## src/rtl/fpx_pkg.sv

```systemverilog
package fpx_pkg;
  typedef enum logic [1:0] {
    RG_DFLT  = 2'd0,
    RG_DVM   = 2'd1,
    RG_SPARE = 2'd2,
    RG_HOLE  = 2'd3
  } region_e;
endpackage

```

## src/rtl/fpx_classify.sv

```systemverilog
module fpx_classify #(
  parameter int PTR_W  = 64,
  parameter int OUT_W  = 48,
  parameter int GRAN_W = 16
) (
  input  logic [PTR_W-1:0]        addr,
  input  logic                    dvm_en,
  input  logic [PTR_W-GRAN_W-1:0] dvm_base_hi,
  input  logic [PTR_W-GRAN_W-1:0] dvm_limit_hi,
  input  logic                    spare_en,
  input  logic [PTR_W-GRAN_W-1:0] spare_base_hi,
  input  logic [PTR_W-GRAN_W-1:0] spare_limit_hi,
  output fpx_pkg::region_e        region
);
  localparam int HI_W  = PTR_W - GRAN_W;
  localparam int TOP_W = PTR_W - OUT_W + 1;

  function automatic logic [PTR_W-1:0] lo_edge(input logic [HI_W-1:0] hi);
    return {hi, {GRAN_W{1'b0}}};
  endfunction

  function automatic logic [PTR_W-1:0] hi_edge(input logic [HI_W-1:0] hi);
    return {hi, {GRAN_W{1'b1}}};
  endfunction

  function automatic logic in_window(input logic [PTR_W-1:0] a,
                                     input logic [HI_W-1:0] b,
                                     input logic [HI_W-1:0] l);
    return (a >= lo_edge(b)) && (a <= hi_edge(l));
  endfunction

  logic [TOP_W-1:0] top_bits;
  logic canonical, dvm_hit, spare_hit;

  assign top_bits  = addr[PTR_W-1:OUT_W-1];
  assign canonical = (top_bits == '0) || (&top_bits);
  assign dvm_hit   = dvm_en && in_window(addr, dvm_base_hi, dvm_limit_hi);
  assign spare_hit = spare_en && in_window(addr, spare_base_hi, spare_limit_hi);

  always_comb begin
    if (dvm_hit)         region = fpx_pkg::RG_DVM;
    else if (!canonical) region = fpx_pkg::RG_HOLE;
    else if (spare_hit)  region = fpx_pkg::RG_SPARE;
    else                 region = fpx_pkg::RG_DFLT;
  end
endmodule

```

## src/rtl/fpx_resolve.sv

```systemverilog
module fpx_resolve #(
  parameter int PTR_W  = 64,
  parameter int OUT_W  = 48,
  parameter int GRAN_W = 16,
  parameter int DVM_W  = 40,
  parameter int MT_W   = 2
) (
  input  logic [PTR_W-1:0]        ptr,
  input  fpx_pkg::region_e        rgn_first,
  input  fpx_pkg::region_e        rgn_last,
  input  logic                    wrap,
  input  logic                    mode_host_dflt,
  input  logic [PTR_W-GRAN_W-1:0] dvm_base_hi,
  input  logic [MT_W-1:0]         mt_dflt,
  input  logic [MT_W-1:0]         mt_dvm,
  input  logic [MT_W-1:0]         mt_spare,
  output logic                    atc,
  output logic [OUT_W-1:0]        addr,
  output logic [MT_W-1:0]         mtype,
  output logic                    viol
);
  function automatic logic [PTR_W-1:0] dvm_offset(input logic [PTR_W-1:0] p,
                                                  input logic [PTR_W-GRAN_W-1:0] b);
    return p - {b, {GRAN_W{1'b0}}};
  endfunction

  logic [PTR_W-1:0] off;
  logic off_big;

  assign off     = dvm_offset(ptr, dvm_base_hi);
  assign off_big = |off[PTR_W-1:DVM_W];

  always_comb begin
    viol = (rgn_first == fpx_pkg::RG_HOLE) || (rgn_last == fpx_pkg::RG_HOLE) ||
           (rgn_first != rgn_last) || wrap ||
           ((rgn_first == fpx_pkg::RG_DVM) && off_big);
    atc   = mode_host_dflt;
    addr  = ptr[OUT_W-1:0];
    mtype = mt_dflt;
    case (rgn_first)
      fpx_pkg::RG_DVM: begin
        atc   = 1'b0;
        addr  = off[OUT_W-1:0];
        mtype = mt_dvm;
      end
      fpx_pkg::RG_SPARE: mtype = mt_spare;
      default: ;
    endcase
  end
endmodule

```

## src/rtl/fpx_stage.sv

```systemverilog
module fpx_stage #(
  parameter int OUT_W = 48,
  parameter int MT_W  = 2
) (
  input  logic             clk,
  input  logic             rst_n,
  input  logic             in_valid,
  output logic             in_ready,
  input  logic             d_atc,
  input  logic [OUT_W-1:0] d_addr,
  input  logic [MT_W-1:0]  d_mtype,
  input  logic             d_viol,
  output logic             out_valid,
  input  logic             out_ready,
  output logic             q_atc,
  output logic [OUT_W-1:0] q_addr,
  output logic [MT_W-1:0]  q_mtype,
  output logic             q_viol
);
  logic take;
  assign in_ready = !out_valid || out_ready;
  assign take     = in_valid && in_ready;

  always_ff @(posedge clk) begin
    if (!rst_n) begin
      out_valid <= 1'b0;
      q_atc     <= 1'b0;
      q_addr    <= '0;
      q_mtype   <= '0;
      q_viol    <= 1'b0;
    end else begin
      if (take) begin
        out_valid <= 1'b1;
        q_atc     <= d_atc;
        q_addr    <= d_addr;
        q_mtype   <= d_mtype;
        q_viol    <= d_viol;
      end else if (out_ready) begin
        out_valid <= 1'b0;
      end
    end
  end
endmodule

```

## src/rtl/flat_ptr_xlate.sv

```systemverilog
module flat_ptr_xlate #(
  parameter int PTR_W  = 64,
  parameter int OUT_W  = 48,
  parameter int GRAN_W = 16,
  parameter int DVM_W  = 40,
  parameter int CNT_W  = 8,
  parameter int MT_W   = 2
) (
  input  logic                    clk,
  input  logic                    rst_n,
  input  logic                    in_valid,
  output logic                    in_ready,
  input  logic [PTR_W-1:0]        in_ptr,
  input  logic [CNT_W-1:0]        in_cnt,
  input  logic                    mode_host_dflt,
  input  logic                    dvm_en,
  input  logic [PTR_W-GRAN_W-1:0] dvm_base_hi,
  input  logic [PTR_W-GRAN_W-1:0] dvm_limit_hi,
  input  logic                    spare_en,
  input  logic [PTR_W-GRAN_W-1:0] spare_base_hi,
  input  logic [PTR_W-GRAN_W-1:0] spare_limit_hi,
  input  logic [MT_W-1:0]         mt_dflt,
  input  logic [MT_W-1:0]         mt_dvm,
  input  logic [MT_W-1:0]         mt_spare,
  output logic                    out_valid,
  input  logic                    out_ready,
  output logic                    out_atc,
  output logic [OUT_W-1:0]        out_addr,
  output logic [MT_W-1:0]         out_mtype,
  output logic                    out_viol
);
  localparam int NPROBE = 2;

  logic [PTR_W-1:0] last_ptr;
  logic             wrap;
  logic [PTR_W-1:0] probe [NPROBE];
  fpx_pkg::region_e rgn [NPROBE];
  fpx_pkg::region_e rgn_first, rgn_last;

  assign {wrap, last_ptr} = {1'b0, in_ptr} + (PTR_W+1)'(in_cnt);
  assign probe[0]  = in_ptr;
  assign probe[1]  = last_ptr;
  assign rgn_first = rgn[0];
  assign rgn_last  = rgn[1];

  for (genvar g = 0; g < NPROBE; g++) begin : g_probe
    fpx_classify #(.PTR_W(PTR_W), .OUT_W(OUT_W), .GRAN_W(GRAN_W)) u_cls (
      .addr          (probe[g]),
      .dvm_en        (dvm_en),
      .dvm_base_hi   (dvm_base_hi),
      .dvm_limit_hi  (dvm_limit_hi),
      .spare_en      (spare_en),
      .spare_base_hi (spare_base_hi),
      .spare_limit_hi(spare_limit_hi),
      .region        (rgn[g])
    );
  end

  logic             r_atc, r_viol;
  logic [OUT_W-1:0] r_addr;
  logic [MT_W-1:0]  r_mtype;

  fpx_resolve #(.PTR_W(PTR_W), .OUT_W(OUT_W), .GRAN_W(GRAN_W),
                .DVM_W(DVM_W), .MT_W(MT_W)) u_res (
    .ptr           (in_ptr),
    .rgn_first     (rgn_first),
    .rgn_last      (rgn_last),
    .wrap          (wrap),
    .mode_host_dflt(mode_host_dflt),
    .dvm_base_hi   (dvm_base_hi),
    .mt_dflt       (mt_dflt),
    .mt_dvm        (mt_dvm),
    .mt_spare      (mt_spare),
    .atc           (r_atc),
    .addr          (r_addr),
    .mtype         (r_mtype),
    .viol          (r_viol)
  );

  fpx_stage #(.OUT_W(OUT_W), .MT_W(MT_W)) u_stg (
    .clk      (clk),
    .rst_n    (rst_n),
    .in_valid (in_valid),
    .in_ready (in_ready),
    .d_atc    (r_atc),
    .d_addr   (r_addr),
    .d_mtype  (r_mtype),
    .d_viol   (r_viol),
    .out_valid(out_valid),
    .out_ready(out_ready),
    .q_atc    (out_atc),
    .q_addr   (out_addr),
    .q_mtype  (out_mtype),
    .q_viol   (out_viol)
  );
endmodule

```

## config.mk

```make
export PLATFORM = sky130hd
export DESIGN_NAME = flat_ptr_xlate
export DESIGN_NICKNAME = d
export VERILOG_FILES = /design/src/rtl/fpx_pkg.sv /design/src/rtl/fpx_classify.sv /design/src/rtl/fpx_resolve.sv /design/src/rtl/fpx_stage.sv /design/src/rtl/flat_ptr_xlate.sv
export SDC_FILE = /design/constraint.sdc
export NUM_CORES = 1
export LEC_CHECK = 0
export BUFFER_PORTS_ARGS = -buffer_cell sky130_fd_sc_hd__buf_2
export CAP_MARGIN = 30
export CORE_UTILIZATION = 25
export CTS_CLUSTER_SIZE = 30
export DETAILED_ROUTE_END_ITERATION = 8
export PLACE_DENSITY = 0.47
export REMOVE_ABC_BUFFERS = 1
export SLEW_MARGIN = 20
export SYNTH_ARGS = -nofsm -noshare
export SYNTH_HDL_FRONTEND = slang
export SYNTH_HIERARCHICAL = 1
export SYNTH_SLANG_ARGS = --single-unit
export TNS_END_PERCENT = 20
```

## constraint.sdc

```tcl
create_clock -name clk -period 7.1 [get_ports clk]
set_input_delay 0.71 -clock clk [delete_from_list [all_inputs] [get_ports clk]]
set_output_delay 0.71 -clock clk [all_outputs]
set_load 0.02 [all_outputs]
```

==> results of run 1 <==
[cell type report]
class                      count  area (um2)  share of cell area, %
inverter                     454        1700                   8.13
antenna                        8        20.0                 0.0955
timing repair buffer         409        2260                   10.8
tap                          940        1180                   5.61
clock inverter                 3        28.8                  0.137
sequential                    53        1060                   5.06
clock buffer                   5         125                  0.597
multi-input combinational   1889       14600                   69.6
[stage by stage]
stage	worst slack, ps	hold slack [ps]	std cells	util, %
floorplan	1180	531	2396	-
global placement	343	443	3745	29.6
detailed placement	215	445	3745	29.6
CTS	566	462	3753	29.8
global route	21.3	471	3754	29.8
finish	388	458	3761	29.8
[report_power, final]
| group | switching [mW] | internal [mW] |
|---|---|---|
| registers | 0.0115 | 0.320 |
| logic | 0.790 | 0.507 |
| clock network | 0.160 | 0.137 |
[metal layers]
| metal | global-route usage (%) | part of all wire (%) |
|---|---|---|
| met2 | 36.4 | 47 |
| met3 | 3.53 | 5.6 |
| met5 | 0 | 0.15 |
| met4 | 4.39 | 2.4 |
| met1 | 27.2 | 45 |
[worst max-delay path: stages]
cell,delay [ps]
buf_2,220
nand4_1,270
nor2_2,370
nand4_2,360
buf_4,310
nor4_1,350
xor2_1,110
buf_4,190
ha_1,300
nand4_1,90
nor4_1,500
buf_4,230
nand3_1,160
a21oi_1,290
or4_1,150
a32oi_1,70
a211oi_1,340
xor2_1,110
nor3_1,150
o21ai_0,270
nand4b_1,280
nor4_1,310
o2111ai_1,180
nor4_2,290
a21oi_1,100
nand2_1,70
mux2i_1,80
[cells by family after synthesis]
group	count (synthesis)	share of synthesized area, %
and+or+nand+nor	733	21.6
DFF	53	5.96
buffers and inverters	522	12.1
xor gates and xnor gates	92	4.53
AOI/OAI and AO/OA	534	19.5
muxes	86	5.03
adders and majority gates	444	31.3
[worst max-delay path by stage]
stage	startpoint	to	slack, ps	cells past startpoint
2_1_floorplan	in_ptr[0]	u_stg/q_viol	1180	25
3_5_place_dp	in_ptr[17]	u_stg/q_viol	210	27
3_3_place_gp	in_ptr[17]	u_stg/q_viol	340	27
5_1_grt	in_ptr[17]	u_stg/q_viol	20	27
6_report	in_ptr[17]	u_stg/q_viol	390	27
4_1_cts	in_ptr[17]	u_stg/q_viol	570	27
[synth_stat cells, types with 52 or more instances]
cell type	instances
nor4_1	52
o21ai_0	87
a21o_1	87
nor2_1	88
xor2_1	60
mux2i_1	58
nand2_1	258
dfxtp_1	53
nand4_1	119
ha_1	442
a21oi_1	190
inv_1	454
[state kept, by name, indices dropped and copies added, names as in the netlist]
name	cells
u_stg/out_valid	1
u_stg/q_addr	48
u_stg/q_atc	1
u_stg/q_mtype	2
u_stg/q_viol	1
[layout by cell type, fill, tap and decap left out, types with 60 or more instances in the layout]
| cell type | synthesis | final |
|---|---|---|
| a21oi_1 | 190 | 190 |
| nand4_1 | 119 | 119 |
| o21ai_0 | 87 | 87 |
| buf_4 | 18 | 79 |
| a21o_1 | 87 | 87 |
| xor2_1 | 60 | 60 |
| buf_2 | 12 | 329 |
| nor2_1 | 88 | 88 |
| inv_1 | 454 | 454 |
| nand2_1 | 258 | 258 |
| ha_1 | 442 | 441 |
==> results.md, run 1 <==
- Synth cell types: 94
- CTS tree: built
- # fillers: 7896
- P_leak: 11.4 nW
- Endpoints failing setup: 0
- Cts-stage hold buffer count: 0
- Die W: 269 um
- Crit start category: primary input
- Starting density of the core: roughly a quarter
- R2r setup slk: 5350 ps
- # H-tree levels: 2
- Post-layout min period: around 6700 ps
- R2r endpoint: u_stg/q_addr[35]
- Post-CTS setup buffers: 0
- CTS Buffer Depth: 2
- First-pass GRT wire length: 113000 um
- Max Fclk: 149 MHz
- Tcrit/Tclk final: 94.5%
- Critical Path AT: 6890 ps
- Critical Path Fanout Max: 10
- Asr flop ratio synth: 0%
- Max_cap viols: 0
- Number of port buffers: between 300 and 400
- DP HPWL: 66300 um
- Post-Syn Instances: approximately 2500
- Worst min-delay path class: register to register
- Slew HR: 30.9%
- Boundary pin count: 331
- Clock transition at path regs: 80 ps
- Nets: 3533
- Core Area: 0.0703 mm2
- Setup Skew: 15.2 ps
- Slew Viols, Final: 0
- Total gr overflow: 0
- Hold Path End: u_stg/q_viol
- Min-delay src: u_stg/q_viol
- Syn Area/Cell: 7.22 um2
- Via count: 18500
- Reg-to-Reg Start: u_stg/out_valid
- Die area: 0.0723 mm2
- Max rail drop VDD: 0.0000951 V
- RSZ-0062 raised after global routing: no
- CTS buffer count: 5
- Outcome: finished clean
- Sequential share of the synthesized area: under 10%
- Cells on Worst Hold Path: 2
- Post-route cell area: 0.0210 mm2
- Routability cong.: 0.981
- Num rows: 97
- Syn-to-layout area delta: 17.8%
- Measured slew at the worst slew-check pin: 1010 ps
- Yosys Warn Count: 6
- Largest net degree at the start of global routing: 82
- Cts repair resizes: 0
- R2R depth: 4
- Initial DRC Count: approximately 1100
- Layout cells sized above 1: 18.0%
- Hold Fails Final Rpt: 0
- Vias in the first global route: 17800
- Placed Area: around 0.021 mm2
- Synth area leaders: ha_1 31%, inv_1 9.6%, dfxtp_1 6.0%, nand2_1 5.4%, a21oi_1 5.3%
- Post-synth top area share: 31.1%
- Setup TNS Final: 0 ps
- CTS Root Cell: clkbuf_16
- Power Density: about 92 mW/mm2
- Total Power: 1.93 mW
- TritonRoute pass-1 iters: 5
- WP data required: 7270 ps
- Synth area leader: ha_1
- Vias per inst: 4.93
- Synth Register Bits: 53
- Clk Latency, worst-skew pair: 330 ps
- Post-DRT Antenna Nets: 0
- Chip height: 269 um
- Initial antenna violation count: 17
- Mapped cell area: 0.0178 mm2
- Crit Path Category: primary input to register
- Ys flop type: dfxtp_1
- Worst setup EP type: register
- DR DRC count: 0
- Number of synthesized flops with an enable pin: 0
- Routed wire length: 77100 um
- Clk sinks: 53
- GRT Overall Usage: 21.0%
- Wire per inst: 20.5 um
Note: power is estimated with default switching activity, not from simulation.
==> run 2: changes to the inputs <==
--- a/config.mk
+++ b/config.mk
@@ -7,11 +7,13 @@
 export LEC_CHECK = 0
 export BUFFER_PORTS_ARGS = -buffer_cell sky130_fd_sc_hd__buf_2
 export CAP_MARGIN = 30
+export CORE_MARGIN = 8
 export CORE_UTILIZATION = 25
 export CTS_CLUSTER_SIZE = 30
 export DETAILED_ROUTE_END_ITERATION = 8
 export PLACE_DENSITY = 0.47
 export REMOVE_ABC_BUFFERS = 1
+export SETUP_SLACK_MARGIN = 0.4
 export SLEW_MARGIN = 20
 export SYNTH_ARGS = -nofsm -noshare
 export SYNTH_HDL_FRONTEND = slang
==> results.md, run 2 (synthesis gave the netlist of run 1 again) <==
- Syn-to-layout area delta: 18.6%
- Largest net degree at the start of global routing: 68
- Top delay family on crit path: simple AND/OR/NAND/NOR gates
- Worst min-delay path class: register to register
- Slew HR: 29.8%
- Max_cap viols: 0
- P_leak: roughly 11 nW
- Initial DRC Count: 1347
- Post-layout min period: 6230 ps
- GRT Overall Usage: about a fifth
- CTS Buffer Depth: 2
- Clk sinks: 53
- Reg-to-Reg Start: u_stg/out_valid
- WP data required: ~7300 ps
- Setup Skew: 14.9 ps
- Die W: ~280 um
- # fillers: 7963
- Chip height: roughly 280 um
- CTS buffer count: 5
- Met2 routed WL: 37400 um
- Boundary pin count: 331
- Measured slew at the worst slew-check pin: 1030 ps
- Setup TNS Final: 0 ps
- Vias per inst: 4.94
- Total gr overflow: 0
- Number of port buffers: 330
- Worst setup EP type: register
- Largest register by flop count: u_stg/q_addr
- R2r endpoint: u_stg/q_addr[36]
- DR DRC count: 0
- Tcrit/Tclk final: between 80% and 90%
- CTS Root Cell: clkbuf_16
- Wire per inst: 21.1 um
- Most common cell after layout, fill and taps aside: inv_1
- CTS tree: built
- Critical Path Fanout Max: 22
- R2R depth: 4
- Slew Viols, Final: 0
- TritonRoute pass-1 iters: 5
- Cts-stage hold buffer count: 0
- Power Density: about 92 mW/mm2
- Layout cells sized above 1: between 10% and 20%
- # H-tree levels: 2
- DR top layer: met5
- Critical Path AT: 6410 ps
- Met1 wire length: 35600 um
- Crit-path slowest cell: or4_1
- Cells on Worst Hold Path: 2
- Vias in the first global route: 18400
- Largest registers: u_stg/q_addr: 48 flops, u_stg/q_mtype: 2 flops
- Max Fclk: 161 MHz
- Endpoints failing setup: 0
- Total Power: 1.93 mW
- RSZ-0062 raised after global routing: no
- Min-delay src: u_stg/q_addr[37]
- Outcome: finished clean
- Routed wire length: 80000 um
- Hold Fails Final Rpt: 0
- Routability cong.: 0.928
- Core Area: roughly 0.071 mm2
- Crit start category: primary input
- Nets: 3542
- Clk Latency, worst-skew pair: 330 ps
- Post-DRT Antenna Nets: 0
- First-pass GRT wire length: 117000 um
- Most frequent cells in the layout: 454 x inv_1, 441 x ha_1, 330 x buf_2
- Crit Path Category: primary input to register
- DR WL met3: 5320 um
- CP peak stage delay: 480 ps
- Buf/Inv on CP: 2
- Initial antenna violation count: 24
- R2r setup slk: 5310 ps
- Via count: about 19000
- Starting density of the core: 25.1%
- DP HPWL: 69000 um
- Die area: 0.0800 mm2
- Hold Path End: u_stg/q_addr[37]
- Max FFs per register: 48
- Clock transition at path regs: 90 ps
- Max rail drop VDD: 0.0000938 V
- Num rows: 98
run 2: cell types whose count changed in the layout (fill, tap and decap cells not counted), sizes merged:
cell,previous run,this run
buf,409,417
diode,8,13
clkbuf,5,6
run 2: area by class of cell:
cell class              count  area, um2  share of cell area, %
diodes                     13       32.5                  0.154
clock buffers               5        125                  0.593
clock inverters             3       28.8                  0.136
inverters                 454       1700                   8.07
multi-input cells        1889      14600                   69.3
flip-flops and latches     53       1060                   5.03
well taps                 950       1190                   5.63
repair buffers            418       2350                   11.1
run 2: what timing repair did:
| item | in CTS | in global routing |
|---|---|---|
| setup endpoints to repair | 0 | 1 |
| resized for setup | 0 | 7 |
| setup buffers | 0 | 2 |
run 2: worst max path at each step:
stage / end / from / slack, ps / depth (start not counted)
after floorplan: u_stg/q_viol / in_ptr[0] / 1180 / 25
after global placement: u_stg/q_viol / in_ptr[50] / 410 / 26
after detailed placement: u_stg/q_viol / in_ptr[0] / 370 / 27
after CTS: u_stg/q_viol / in_ptr[0] / 710 / 27
after global routing: u_stg/q_viol / in_ptr[0] / 490 / 28
final: u_stg/q_viol / in_ptr[0] / 870 / 26
run 2: where the power goes:
group          internal, mW  leakage [nW]  switching, mW
Combinational         0.512          10.9          0.791
Sequential            0.320         0.437         0.0116
Clock                 0.137        0.0764          0.161
run 2: routing by layer:
| layer | GRT usage [%] | vias to the layer above |
|---|---|---|
| met5 | 0 | - |
| met4 | 3.80 | 20 |
| met2 | 33.0 | 527 |
| met3 | 3.88 | 88 |
| li1 | - | 9499 |
| met1 | 25.1 | 8580 |
run 2: worst min-delay path: stages (launching register included):
cell and delay (ps):
dfxtp_1 310, nand2_1 50, mux2i_1 50
run 2: per-stage QoR:
step           util [%]  hold slack (ps)  area [um2]  setup WS (ps)  cells
6_report           29.7              457       21100            873   3785
2_1_floorplan         -              531       17300           1180   2396
4_1_cts            29.6              459       21000            708   3769
3_3_place_gp       29.3              442       20800            407   3759
3_5_place_dp       29.4              443       20900            370   3761
5_1_grt            29.7              477       21100            487   3779
